## src/rtl/stby_pkg.sv

```systemverilog
package stby_pkg;

    localparam int STBY_DATA_W    = 16;
    localparam int STBY_AWAIT_BIT = 15;

    typedef enum logic [1:0] {
        STB_RUN   = 2'd0,
        STB_ARMED = 2'd1,
        STB_SLEEP = 2'd2
    } stby_state_e;

    typedef struct packed {
        logic wr;
        logic wbit;
        logic iss;
        logic wake;
    } stby_evt_t;

    // Wake beats issue, and issue beats a clearing write.
    function automatic stby_state_e stby_next(stby_state_e cur, stby_evt_t ev);
        stby_state_e nxt;
        nxt = cur;
        case (cur)
            STB_RUN:   if (ev.wr && ev.wbit) nxt = STB_ARMED;
            STB_ARMED: begin
                if (ev.wake)                   nxt = STB_RUN;
                else if (ev.iss)               nxt = STB_SLEEP;
                else if (ev.wr && !ev.wbit)    nxt = STB_RUN;
            end
            STB_SLEEP: if (ev.wake) nxt = STB_RUN;
            default:   nxt = STB_RUN;
        endcase
        return nxt;
    endfunction

endpackage

```

## src/rtl/stby_fsm.sv

```systemverilog
module stby_fsm
    import stby_pkg::*;
(
    input  logic      clk,
    input  logic      rst,
    input  stby_evt_t ev,
    output logic      await_flag,
    output logic      core_en
);

    stby_state_e state_q;

    always_ff @(posedge clk) begin
        if (rst) state_q <= STB_RUN;
        else     state_q <= stby_next(state_q, ev);
    end

    assign await_flag = (state_q != STB_RUN);
    assign core_en    = (state_q != STB_SLEEP);

    p_arm_on_write_r2: assert property (@(posedge clk) disable iff (rst)
        (!await_flag && ev.wr && ev.wbit) |=> (await_flag && core_en));

    p_stop_after_issue_r3: assert property (@(posedge clk) disable iff (rst)
        (core_en && !(await_flag && ev.iss && !ev.wake)) |=> core_en);

    p_hold_sleep_r4: assert property (@(posedge clk) disable iff (rst)
        (!core_en && !ev.wake) |=> !core_en);

    p_wake_resume_r5: assert property (@(posedge clk) disable iff (rst)
        (!core_en && ev.wake) |=> (core_en && !await_flag));

    p_armed_cancel_r6: assert property (@(posedge clk) disable iff (rst)
        (core_en && await_flag && ev.wake) |=> (core_en && !await_flag));

endmodule

```

## src/rtl/stby_reg.sv

```systemverilog
module stby_reg #(
    parameter int DATA_W    = 16,
    parameter int AWAIT_BIT = 15
) (
    input  logic              clk,
    input  logic              rst,
    input  logic              we,
    input  logic [DATA_W-1:0] wdata,
    input  logic              await_flag,
    output logic [DATA_W-1:0] rdata
);

    localparam logic [DATA_W-1:0] KEEP_MASK = ~(DATA_W'(1) << AWAIT_BIT);

    logic [DATA_W-1:0] store_q;

    always_ff @(posedge clk) begin
        if (rst)     store_q <= '0;
        else if (we) store_q <= wdata & KEEP_MASK;
    end

    always_comb begin
        rdata            = store_q;
        rdata[AWAIT_BIT] = await_flag;
    end

    p_low_bits_kept_r8: assert property (@(posedge clk) disable iff (rst)
        we |=> ((rdata & KEEP_MASK) == ($past(wdata) & KEEP_MASK)));

endmodule

```

## src/rtl/core_standby_ctl.sv

```systemverilog
module core_standby_ctl
    import stby_pkg::*;
#(
    parameter int DATA_W    = STBY_DATA_W,
    parameter int AWAIT_BIT = STBY_AWAIT_BIT
) (
    input  logic              clk,
    input  logic              rst,
    input  logic              ctl_we,
    input  logic [DATA_W-1:0] ctl_wdata,
    output logic [DATA_W-1:0] ctl_rdata,
    input  logic              issue,
    input  logic              wake_req,
    output logic              core_clk_en,
    output logic              periph_clk_en
);

    stby_evt_t ev;
    logic      await_flag;

    always_comb begin
        ev.wr   = ctl_we;
        ev.wbit = ctl_wdata[AWAIT_BIT];
        ev.iss  = issue;
        ev.wake = wake_req;
    end

    stby_fsm u_fsm (
        .clk        (clk),
        .rst        (rst),
        .ev         (ev),
        .await_flag (await_flag),
        .core_en    (core_clk_en)
    );

    stby_reg #(
        .DATA_W    (DATA_W),
        .AWAIT_BIT (AWAIT_BIT)
    ) u_reg (
        .clk        (clk),
        .rst        (rst),
        .we         (ctl_we),
        .wdata      (ctl_wdata),
        .await_flag (await_flag),
        .rdata      (ctl_rdata)
    );

    // Standby never touches the peripheral domain.
    assign periph_clk_en = 1'b1;

endmodule

```

## config.mk

```make
export PLATFORM = sky130hd
export DESIGN_NAME = core_standby_ctl
export DESIGN_NICKNAME = d
export VERILOG_FILES = /design/src/rtl/stby_pkg.sv /design/src/rtl/stby_fsm.sv /design/src/rtl/stby_reg.sv /design/src/rtl/core_standby_ctl.sv
export SDC_FILE = /design/constraint.sdc
export NUM_CORES = 1
export LEC_CHECK = 0
export ABC_AREA = 1
export BUFFER_PORTS_ARGS = -buffer_cell sky130_fd_sc_hd__clkbuf_2
export CORE_MARGIN = 1
export CORE_UTILIZATION = 44
export CTS_CLUSTER_SIZE = 10
export DETAILED_ROUTE_END_ITERATION = 8
export PLACE_DENSITY = 0.8
export SLEW_MARGIN = 0
export SYNTH_ARGS = -nofsm -noshare
export SYNTH_HDL_FRONTEND = slang
export SYNTH_SLANG_ARGS = --single-unit
```

## constraint.sdc

```tcl
create_clock -name clk -period 2.8 [get_ports clk]
set_clock_uncertainty 0.1 [all_clocks]
set_input_delay 0.28 -clock clk [delete_from_list [all_inputs] [get_ports clk]]
set_output_delay 0.28 -clock clk [all_outputs]
set_load 0.05 [all_outputs]
```

# Yosys cells after proc, flatten, opt, wreduce, memory -nomap -nowiden
# Index checks and enable logic that the tools add are counted.
# classes
n_eq_ne	6
mux	6
n_reduce_logical	6
# op_table
cell	n
$mux W2	5
$pmux W2 S3	1
$ne A2 B2 Y1 const B	2
$ne A4 B3 Y1 const B	1
$reduce_and A3 Y1	1
$eq A2 B1 Y1 const B	1
$eq A2 B2 Y1 const B	1
$logic_and A1 B1 Y1	2
$logic_not A2 Y1	1
$ne A2 B1 Y1 const B	1
$reduce_bool A2 Y1	1
$logic_not A1 Y1	1
# word_totals
ff_bits	17
out_inout_bits	18

# Depth between registers and ports, before layout
# Gate-level depths: netlist (run 1).
# depth
depth_word	6
mapped_depth	8

# Cells and area by module
# Synthesis (run 1) repeated with hierarchy kept, for this count alone.
# hier_totals
hier_cells	121
hier_area_um2	780.7
# modules_own_cells
module	n_inst	cells_per_inst	area_per_inst_um2
stby_reg	1	96	641.9
stby_fsm	1	23	127.6
core_standby_ctl	1	2	11.3

# Least setup slack after synthesis (run 1)
# OpenSTA, ideal clock, no wires.
# synth_timing
path_type	register -> output
startpoint	register u_fsm.state_q[0]
endpoint	output core_clk_en
arrival_ns	0.695
t_required_ns	2.420
setup_slack_ns	1.725
stages_incl_launch_ff	3
n_path_buf	0
cell_sequence	dfxtp_1 -> inv_1 -> nand2_1
# synth_via
elab_chain_cells	1
# synth_lines
element	line	source
start, declared	stby_fsm.sv:11	stby_state_e state_q;
start signal, assigned	stby_fsm.sv:15	else state_q <= stby_next(state_q, ev);
$ne A2 B2 Y1	stby_fsm.sv:19	assign core_en = (state_q != STB_SLEEP);
end, declared	core_standby_ctl.sv:14	output logic core_clk_en,
# Every way passes these cells.

# Final worst setup path (run 1)
# layout_timing
startpoint	register u_fsm.state_q[1]
endpoint	output ctl_rdata[15]
# layout_via
elab_chain_cells	1
# layout_lines
element	line	source
$reduce_bool A2 Y1	stby_fsm.sv:18	assign await_flag = (state_q != STB_RUN);
end, declared	core_standby_ctl.sv:11	output logic [DATA_W-1:0] ctl_rdata,
# Every way passes these cells.

==> results of run 1 <==
final timing paths:
check / from / endpoint / slack (ns) / depth (start not counted)
min: ctl_wdata[13] / u_reg.store_q[13] / 0.12 / 3
max reg2reg: u_fsm.state_q[1] / u_fsm.state_q[0] / 1.82 / 6
max: u_fsm.state_q[1] / ctl_rdata[15] / 1.34 / 3
min reg2reg: u_reg.store_q[2] / u_reg.store_q[2] / 0.36 / 2
cells by family (layout without fill, tap and decap cells):
| kind of cell | count (synthesis) | count (layout) | share of synthesized area |
|---|---|---|---|
| AOI/OAI and AO/OA | 16 | 16 | 0.118 |
| buffers and inverters | 14 | 48 | 0.124 |
| DFF | 17 | 17 | 0.502 |
| other | 1 | 1 | 0.00553 |
| and+or+nand+nor | 44 | 44 | 0.251 |
Yosys cell counts:
master and instances:
buf_4 3, a21oi_1 16, inv_4 1, conb_1 1
nor2_1 4, inv_1 6, nand2_1 36, dfxtp_1 17
buf_2 2, buf_6 2, nand3_1 4
sequential cells by signal, summed over array words and instances (netlist names):
signal         count
u_reg.store_q     15
u_fsm.state_q      2
area by class of cell:
type	count	area share
inverters	7	0.0337
well taps	15	0.0220
flip-flops and latches	17	0.399
multi-input cells	61	0.298
repair buffers	37	0.217
clock buffers	4	0.0308
metal layers:
| metal | vias up | share of wire |
|---|---|---|
| met4 | 0 | 0 |
| met1 | 279 | 0.48 |
| met5 | - | 0 |
| met3 | 0 | 0.090 |
| li1 | 349 | - |
| met2 | 35 | 0.43 |
power breakdown:
group,leakage (nW),internal (mW),switching (mW)
logic,0.295,0.0299,0.0831
clock network,0.0150,0.0553,0.0704
registers,0.140,0.255,0.00683
tightest hold or removal path: stages:
cell      delay, ns
clkbuf_2       0.08
nand2_1        0.05
a21oi_1        0.05
through the flow:
step	utilization	instances
floorplan	-	92
global placement	0.605	137
detailed placement	0.605	137
CTS	0.625	141
global route	0.625	141
finish	0.625	141
==> impl_metrics.json, run 1 <==
{
  "outcome": "complete, no violations",
  "required_ns": 2.42,
  "synth_area_per_cell_um2": 7.37,
  "dpl_cell_area_um2": 827,
  "use_met2": 0.234,
  "regArea_um2": 340,
  "postRouteAntennaNets": 0,
  "fin_crit_sh": 0.523,
  "synth_top_area_frac": 0.502,
  "hold_violations": 0,
  "globalRouteMet1Util": 0.233,
  "area_growth_pct": 25.8,
  "post-route-min-period_ns": 1.46,
  "syn_nets": 113,
  "cp_top_family": "flip-flops",
  "cts_setup_buffers": 0,
  "synth_seq_cells": 17,
  "drt_pass1_iterations": 4,
  "cts_hold_buf": 0,
  "pre_cts_ws_ns": 1.56,
  "cts-htree-levels": 1,
  "hold_slack_ns": 0.122,
  "arrival_ns": 1.08,
  "finalWeightedCongestion": 0.609,
  "grt_overflow_total": 0,
  "path_max_fanout": 4,
  "netlist_top_cells_area": "dfxtp_1 50%, nand2_1 20%, a21oi_1 12%",
  "antenna_found_initial": 0,
  "syn_inst": 92,
  "gr-usage-all-layers": 0.168,
  "grt_busiest_layer": "met2",
  "first_global_vias": 445,
  "start_util": 0.496,
  "layout_commonest_cell": "clkbuf_2",
  "drc": 0,
  "rows": 13,
  "peakVddDrop_mv": 0.258,
  "hpwl_um": 973,
  "globalRouteMet3Util": 0.0543,
  "critPathBufInv": 2,
  "finalPower_mw": 0.501,
  "crit_slowest_cell": "dfxtp_1",
  "grt_max_degree": 19,
  "vias": 663,
  "power.density_nw_per_um2": 587,
  "cp-end-kind": "primary output",
  "drive_gt1_frac": 0.325,
  "yosys_warnings": 0,
  "slew_viol_final": 0,
  "setup_viol": 0,
  "max_freq_mhz": 683,
  "die-area_um2": 1700,
  "die_w_um": 41.3,
  "synth_cell_types": 11,
  "numCtsBuffers": 3,
  "max-cap-violations": 0,
  "fillers": 140,
  "hold_path_class": "input pin to register",
  "clkLatencyLatePin_ns": 0.28,
  "core_region_area_um2": 1370,
  "cts_sinks": 17,
  "clk_pin_slew_ns": 0.09,
  "grt_first_pass_wirelength_mm": 1.84,
  "drtIter0Drc": 12,
  "postLayoutCellArea_um2": 853,
  "fp.dieH_um": 41.3,
  "io_pins": 39,
  "antenna_cells": 0,
  "clockRootBuffer": "clkbuf_4",
  "yosys.area.top_type": "dfxtp_1",
  "critPathLaunchType": "register",
  "port_buffers": 37,
  "setup_ws_ns": 1.34,
  "path_cells": "nor2_1, inv_1, clkbuf_2",
  "finalSetupTns_ns": 0,
  "nNetsFinal": 148,
  "wl_per_cell_um": 9.63,
  "post_cts_resized": 0,
  "grt_setup_unrepaired": "false",
  "multi_input_area_um2": 254,
  "wirelength_mm": 1.36,
  "seq_area_frac_synth": 0.502,
  "clock_path_buffers": 2,
  "final_cell_mix": "37 x clkbuf_2, 36 x nand2_1, 17 x dfxtp_1",
  "viasPerCell": 4.70,
  "cpPeakStageDelay_ns": 0.34,
  "leakage_nw": 0.450,
  "critical_path_class": "register to primary output",
  "syn-cell-area_um2": 678,
  "cts_tree": "built"
}
Note: power is estimated with default switching activity, not from simulation.
==> inputs of run 2 (changes only) <==
--- a/config.mk
+++ b/config.mk
@@ -8,10 +8,10 @@
 export ABC_AREA = 1
 export BUFFER_PORTS_ARGS = -buffer_cell sky130_fd_sc_hd__clkbuf_2
 export CORE_MARGIN = 1
-export CORE_UTILIZATION = 44
+export CORE_UTILIZATION = 37
 export CTS_CLUSTER_SIZE = 10
 export DETAILED_ROUTE_END_ITERATION = 8
-export PLACE_DENSITY = 0.8
+export PLACE_DENSITY = 0.72
 export SLEW_MARGIN = 0
 export SYNTH_ARGS = -nofsm -noshare
 export SYNTH_HDL_FRONTEND = slang
==> constraint.sdc (replaced) <==
create_clock -name clk -period 1.25 [get_ports clk]
set_clock_uncertainty 0.1 [all_clocks]
set_input_delay 0.125 -clock clk [delete_from_list [all_inputs] [get_ports clk]]
set_output_delay 0.125 -clock clk [all_outputs]
set_load 0.05 [all_outputs]
==> impl_metrics.json, run 2 (same netlist as run 1, synthesis figures left out) <==
{
  "wirelength_mm": 1.63,
  "cp_top_family": "flip-flops",
  "arrival_ns": 0.99,
  "clock_path_buffers": 2,
  "grt_first_pass_wirelength_mm": 2.50,
  "min_from": "wake_req",
  "post-route-min-period_ns": 1.21,
  "r2r-start": "u_fsm.state_q[0]",
  "core_region_area_um2": 1730,
  "hold_slack_ns": 0.0402,
  "fin_crit_sh": 0.971,
  "cp-end-kind": "primary output",
  "grt_overflow_total": 0,
  "reg_top3": "u_reg.store_q (15), u_fsm.state_q (2)",
  "whs_path_depth": 4,
  "path_max_fanout": 4,
  "setup_ws_ns": 0.0367,
  "clk_pin_slew_ns": 0.09,
  "die-area_um2": 2010,
  "path_cells": "nor2_2, inv_2, buf_8",
  "slew_viol_final": 0,
  "setup_viol": 0,
  "grt_busiest_layer": "met2",
  "globalRouteMet1Util": 0.187,
  "hpwl_um": 997,
  "power.density_nw_per_um2": 1120,
  "cts_sinks": 17,
  "outcome": "complete, no violations",
  "use_met2": 0.321,
  "rr_worst_depth": 7,
  "clkLatencyLatePin_ns": 0.27,
  "numCtsBuffers": 3,
  "cts_setup_buffers": 0,
  "dpl_cell_area_um2": 847,
  "start_util": 0.393,
  "port_buffers": 37,
  "vias": 723,
  "fp.dieH_um": 44.8,
  "globalRouteMet3Util": 0.0480,
  "hold_path_class": "input pin to register",
  "drive_gt1_frac": 0.322,
  "antenna_found_initial": 0,
  "pre_cts_ws_ns": 0.261,
  "postRouteAntennaNets": 0,
  "largest_reg_flops": 15,
  "max_freq_mhz": 824,
  "required_ns": 1.02,
  "largest-register": "u_reg.store_q",
  "drt_pass1_iterations": 4,
  "postLayoutCellArea_um2": 1050,
  "clockRootBuffer": "clkbuf_4",
  "critPathBufInv": 2,
  "fin_util": 0.609,
  "critPathLaunchType": "register",
  "drc": 0,
  "cts-htree-levels": 1,
  "dp.cells": 148,
  "first_global_vias": 611,
  "peakVddDrop_mv": 0.563,
  "hold_violations": 0,
  "r2r_setup_slack_ns": 0.24,
  "grt_max_degree": 18,
  "rows": 15,
  "final_cell_mix": "36 x nand2_1, 35 x clkbuf_2, 16 x a21oi_1, 16 x dlygate4sd3_1, 16 x dfxtp_1",
  "finalWeightedCongestion": 0.668,
  "hold-path-endpoint": "u_fsm.state_q[1]",
  "gr-usage-all-layers": 0.175,
  "antenna_cells": 0,
  "nNetsFinal": 165,
  "layout_commonest_cell": "nand2_1",
  "io_pins": 39,
  "critical_path_class": "register to primary output",
  "area_growth_pct": 55.0,
  "stdcell_count": 168,
  "crit_slowest_cell": "dfxtp_2",
  "max-cap-violations": 0,
  "r2r_end": "u_fsm.state_q[0]",
  "leakage_nw": 0.527,
  "die_w_um": 44.8,
  "viasPerCell": 4.30,
  "drtIter0Drc": 5,
  "wl_per_cell_um": 9.70,
  "cpPeakStageDelay_ns": 0.35,
  "cts_tree": "built"
}
==> run 2: per-stage QoR <==
step / power [mW] / TNS [ns]
after detailed placement: 0.856 / 0
final: 1.18 / 0
after global routing: 1.24 / -0.0272
after global placement: 0.852 / 0
after CTS: 1.19 / 0
after floorplan: 0.798 / 0
==> run 2: report_power, final <==
part	switching (mW)	internal (mW)	total, mW
combinational	0.199	0.110	0.308
clock	0.162	0.119	0.280
sequential	0.0167	0.572	0.589
total	0.377	0.800	1.18
==> run 2: final cells by class <==
cell class	count	area (µm²)
Timing Repair Buffer	54	365
Multi-Input combinational cell	61	256
Sequential cell	17	342
Inverter	7	28.8
Clock buffer	3	22.5
Clock inverter	1	5.00
Tap cell	25	31.3
Fill cell	174	676
==> run 2: per-layer routing <==
| metal | wire length (µm) | vias to the layer above |
|---|---|---|
| met4 | 6 | 0 |
| met5 | 0 | - |
| met2 | 761 | 32 |
| met3 | 124 | 2 |
| li1 | - | 385 |
| met1 | 738 | 304 |
==> run 2: how the worst max path moves through the flow <==
| stage | from | endpoint | slack [ns] | cells after the start |
|---|---|---|---|---|
| 6_report | u_fsm.state_q[1] | ctl_rdata[15] | 0.04 | 3 |
| 5_1_grt | u_fsm.state_q[0] | core_clk_en | -0.01 | 3 |
| 4_1_cts | u_fsm.state_q[1] | ctl_rdata[15] | 0.003 | 3 |
| 3_5_place_dp | u_fsm.state_q[1] | ctl_rdata[15] | 0.26 | 3 |
| 3_3_place_gp | u_fsm.state_q[1] | ctl_rdata[15] | 0.29 | 3 |
| 2_1_floorplan | u_reg.store_q[0] | u_reg.store_q[0] | 0.27 | 2 |
==> run 2: what timing repair did <==
item                                   CTS  global route
gates resized for setup                  3             5
cloned                                   0             0
endpoints found under the hold margin   16             0
setup endpoints to repair                2             2
hold buffers                            16             0
==> run 2: worst reg2reg max path: cells and delay by family, from the launching register on <==
| family | cells | cell delay [ns] |
|---|---|---|
| buffers and inverters | 3 | 0.17 |
| and+or+nand+nor | 4 | 0.29 |
| DFF | 1 | 0.37 |
==> inputs of run 3 (changes only) <==
--- a/config.mk
+++ b/config.mk
@@ -8,11 +8,12 @@
 export ABC_AREA = 1
 export BUFFER_PORTS_ARGS = -buffer_cell sky130_fd_sc_hd__clkbuf_2
 export CORE_MARGIN = 1
-export CORE_UTILIZATION = 37
+export CORE_UTILIZATION = 39
 export CTS_CLUSTER_SIZE = 10
 export DETAILED_ROUTE_END_ITERATION = 8
-export PLACE_DENSITY = 0.72
+export PLACE_DENSITY = 0.73
 export SLEW_MARGIN = 0
 export SYNTH_ARGS = -nofsm -noshare
 export SYNTH_HDL_FRONTEND = slang
+export SYNTH_HIERARCHICAL = 1
 export SYNTH_SLANG_ARGS = --single-unit
==> impl_metrics.json, run 3 <==
{
  "antenna_found_initial": 0,
  "drt_pass1_iterations": 4,
  "final_cell_mix": "36 x nand2_1, 35 x clkbuf_2, 30 x nor2_1",
  "vias": 762,
  "p_clk_frac": 0.230,
  "p_comb_frac": 0.277,
  "synth.cells.most_frequent": "36 x nand2_1, 30 x nor2_1, 21 x inv_1",
  "internal_power_mw": 0.806,
  "stdcell_count": 186,
  "die-area_um2": 2180,
  "drc": 0,
  "synth_seq_cells": 17,
  "finalWeightedCongestion": 0.657,
  "finalPower_mw": 1.22,
  "synth_cell_types": 11,
  "reg_top3": "u_reg/store_q (15), u_fsm/state_q (2)",
  "first_global_vias": 623,
  "yosys.area.top_type": "dfxtp_1",
  "hold_violations": 0,
  "clockRootBuffer": "clkbuf_4",
  "yosys_warnings": 6,
  "path_cells": "nor2_4, inv_1, clkbuf_8",
  "seq_area_frac_synth": 0.436,
  "required_ns": 1.02,
  "wl_per_cell_um": 8.20,
  "syn-cell-area_um2": 781,
  "synth-main-ff-cell": "dfxtp_1",
  "cts_setup_buffers": 0,
  "io_pins": 39,
  "area_growth_pct": 32.1,
  "fin_crit_sh": 0.958,
  "synth_edf_count": 0,
  "max_freq_mhz": 835,
  "setup_viol": 0,
  "yosysMostFrequentCell": "nand2_1",
  "cpPeakStageDelay_ns": 0.36,
  "finalSetupTns_ns": 0,
  "clkLatencyLatePin_ns": 0.28,
  "path_max_fanout": 4,
  "outcome": "complete, no violations",
  "layout_commonest_cell": "nand2_1",
  "syn_nets": 142,
  "hpwl_mm": 1.11,
  "clock_path_buffers": 2,
  "swShare": 0.339,
  "pre_cts_ws_ns": 0.257,
  "grt_setup_unrepaired": "true",
  "die_w_um": 46.7,
  "wirelength_mm": 1.53,
  "rows": 15,
  "grt_max_degree": 17,
  "synth_area_per_cell_um2": 6.45,
  "hold_path_class": "input pin to register",
  "cts_sinks": 17,
  "syn_inst": 121,
  "grt_first_pass_wirelength_mm": 2.45,
  "leakage_nw": 0.631,
  "post-route-min-period_ns": 1.20,
  "port_buffers": 37,
  "critical_path_class": "register to primary output",
  "synth_top_area_frac": 0.436,
  "dp.cells": 179,
  "netlist_top_cells_area": "dfxtp_1 44%, nand2_1 17%, nor2_1 14%",
  "cp_top_family": "flip-flops",
  "synthArstFlopShare": 0,
  "critPathLaunchType": "register",
  "critPathBufInv": 2,
  "drive_gt1_frac": 0.304,
  "viasPerCell": 4.10,
  "power_frac_seq": 0.493,
  "cts-htree-levels": 1,
  "p_switching_mw": 0.413,
  "fp.dieH_um": 46.7,
  "numCtsBuffers": 3,
  "clk_pin_slew_ns": 0.09,
  "core_region_area_um2": 1800,
  "slew_viol_final": 0,
  "gr-usage-all-layers": 0.158,
  "largest-register": "u_reg/store_q",
  "peakVddDrop_mv": 0.672,
  "start_util": 0.433,
  "largest_reg_flops": 15,
  "nNetsFinal": 183,
  "max-cap-violations": 0,
  "power.density_nw_per_um2": 1180,
  "antenna_cells": 0,
  "postRouteAntennaNets": 0,
  "cts_tree": "built",
  "grt_overflow_total": 0,
  "drtIter0Drc": 5,
  "setup_ws_ns": 0.0527,
  "crit_slowest_cell": "dfxtp_2",
  "cp-end-kind": "primary output",
  "arrival_ns": 0.97
}
[run 3: per-stage QoR]
stage / cell area [µm²] / utilization / hold slack, ns
6_report: 1030 / 0.572 / 0.0101
5_1_grt: 1030 / 0.572 / 0.00340
4_1_cts: 1020 / 0.568 / 0.0000662
3_5_place_dp: 956 / 0.531 / 0.239
3_3_place_gp: 956 / 0.531 / 0.238
2_1_floorplan: 781 / - / 0.0941
[run 3: worst paths after layout]
| check | start | to | slack, ns | cells past startpoint |
|---|---|---|---|---|
| max | u_fsm/state_q[1] | ctl_rdata[15] | 0.05 | 3 |
| min | ctl_wdata[13] | u_reg/store_q[13] | 0.01 | 5 |
| max reg2reg | u_fsm/state_q[0] | u_fsm/state_q[0] | 0.23 | 7 |
| min reg2reg | u_reg/store_q[6] | u_reg/store_q[6] | 0.37 | 2 |
[run 3: area by class of cell]
| class | instances | area, µm² |
|---|---|---|
| Clock buffer | 4 | 26.3 |
| Fill cell | 205 | 771 |
| Inverter | 22 | 82.6 |
| Multi-Input combinational cell | 76 | 307 |
| Sequential cell | 17 | 343 |
| Tap cell | 25 | 31.3 |
| Timing Repair Buffer | 42 | 241 |
[run 3: routing by layer]
layer	track usage	vias to the layer above	part of all wire
met4	0.0343	0	0.0066
met5	0	-	0
li1	-	419	-
met1	0.182	312	0.44
met3	0.0577	2	0.062
met2	0.281	29	0.49
[run 3: cell families after synthesis]
group | share of synthesized area
simple gates | 0.375
flops | 0.436
compound gates | 0.00640
buf+inv | 0.178
other cells | 0.00480
[run 3: repair_timing]
item / CTS / global route
hold buffers: 3 / 0
resized for setup: 3 / 4
endpoints found under the setup margin: 2 / 2
endpoints found under the hold margin: 2 / 0
[run 3: power groups by stage]
stage / Combinational [mW] / Sequential [mW] / Clock (mW)
4_1_cts: 0.338 / 0.599 / 0.297
3_5_place_dp: 0.324 / 0.611 / 0
6_report: 0.338 / 0.601 / 0.280
5_1_grt: 0.368 / 0.606 / 0.326
2_1_floorplan: 0.138 / 0.725 / 0
3_3_place_gp: 0.318 / 0.609 / 0
[run 3: worst reg2reg max path, cell delays in order (launching register included)]
cell and delay [ns]:
dfxtp_2 0.36, inv_1 0.07, nand3_1 0.09, nand2_1 0.08
inv_1 0.07, nand3_1 0.07, nand2_1 0.06, inv_1 0.03
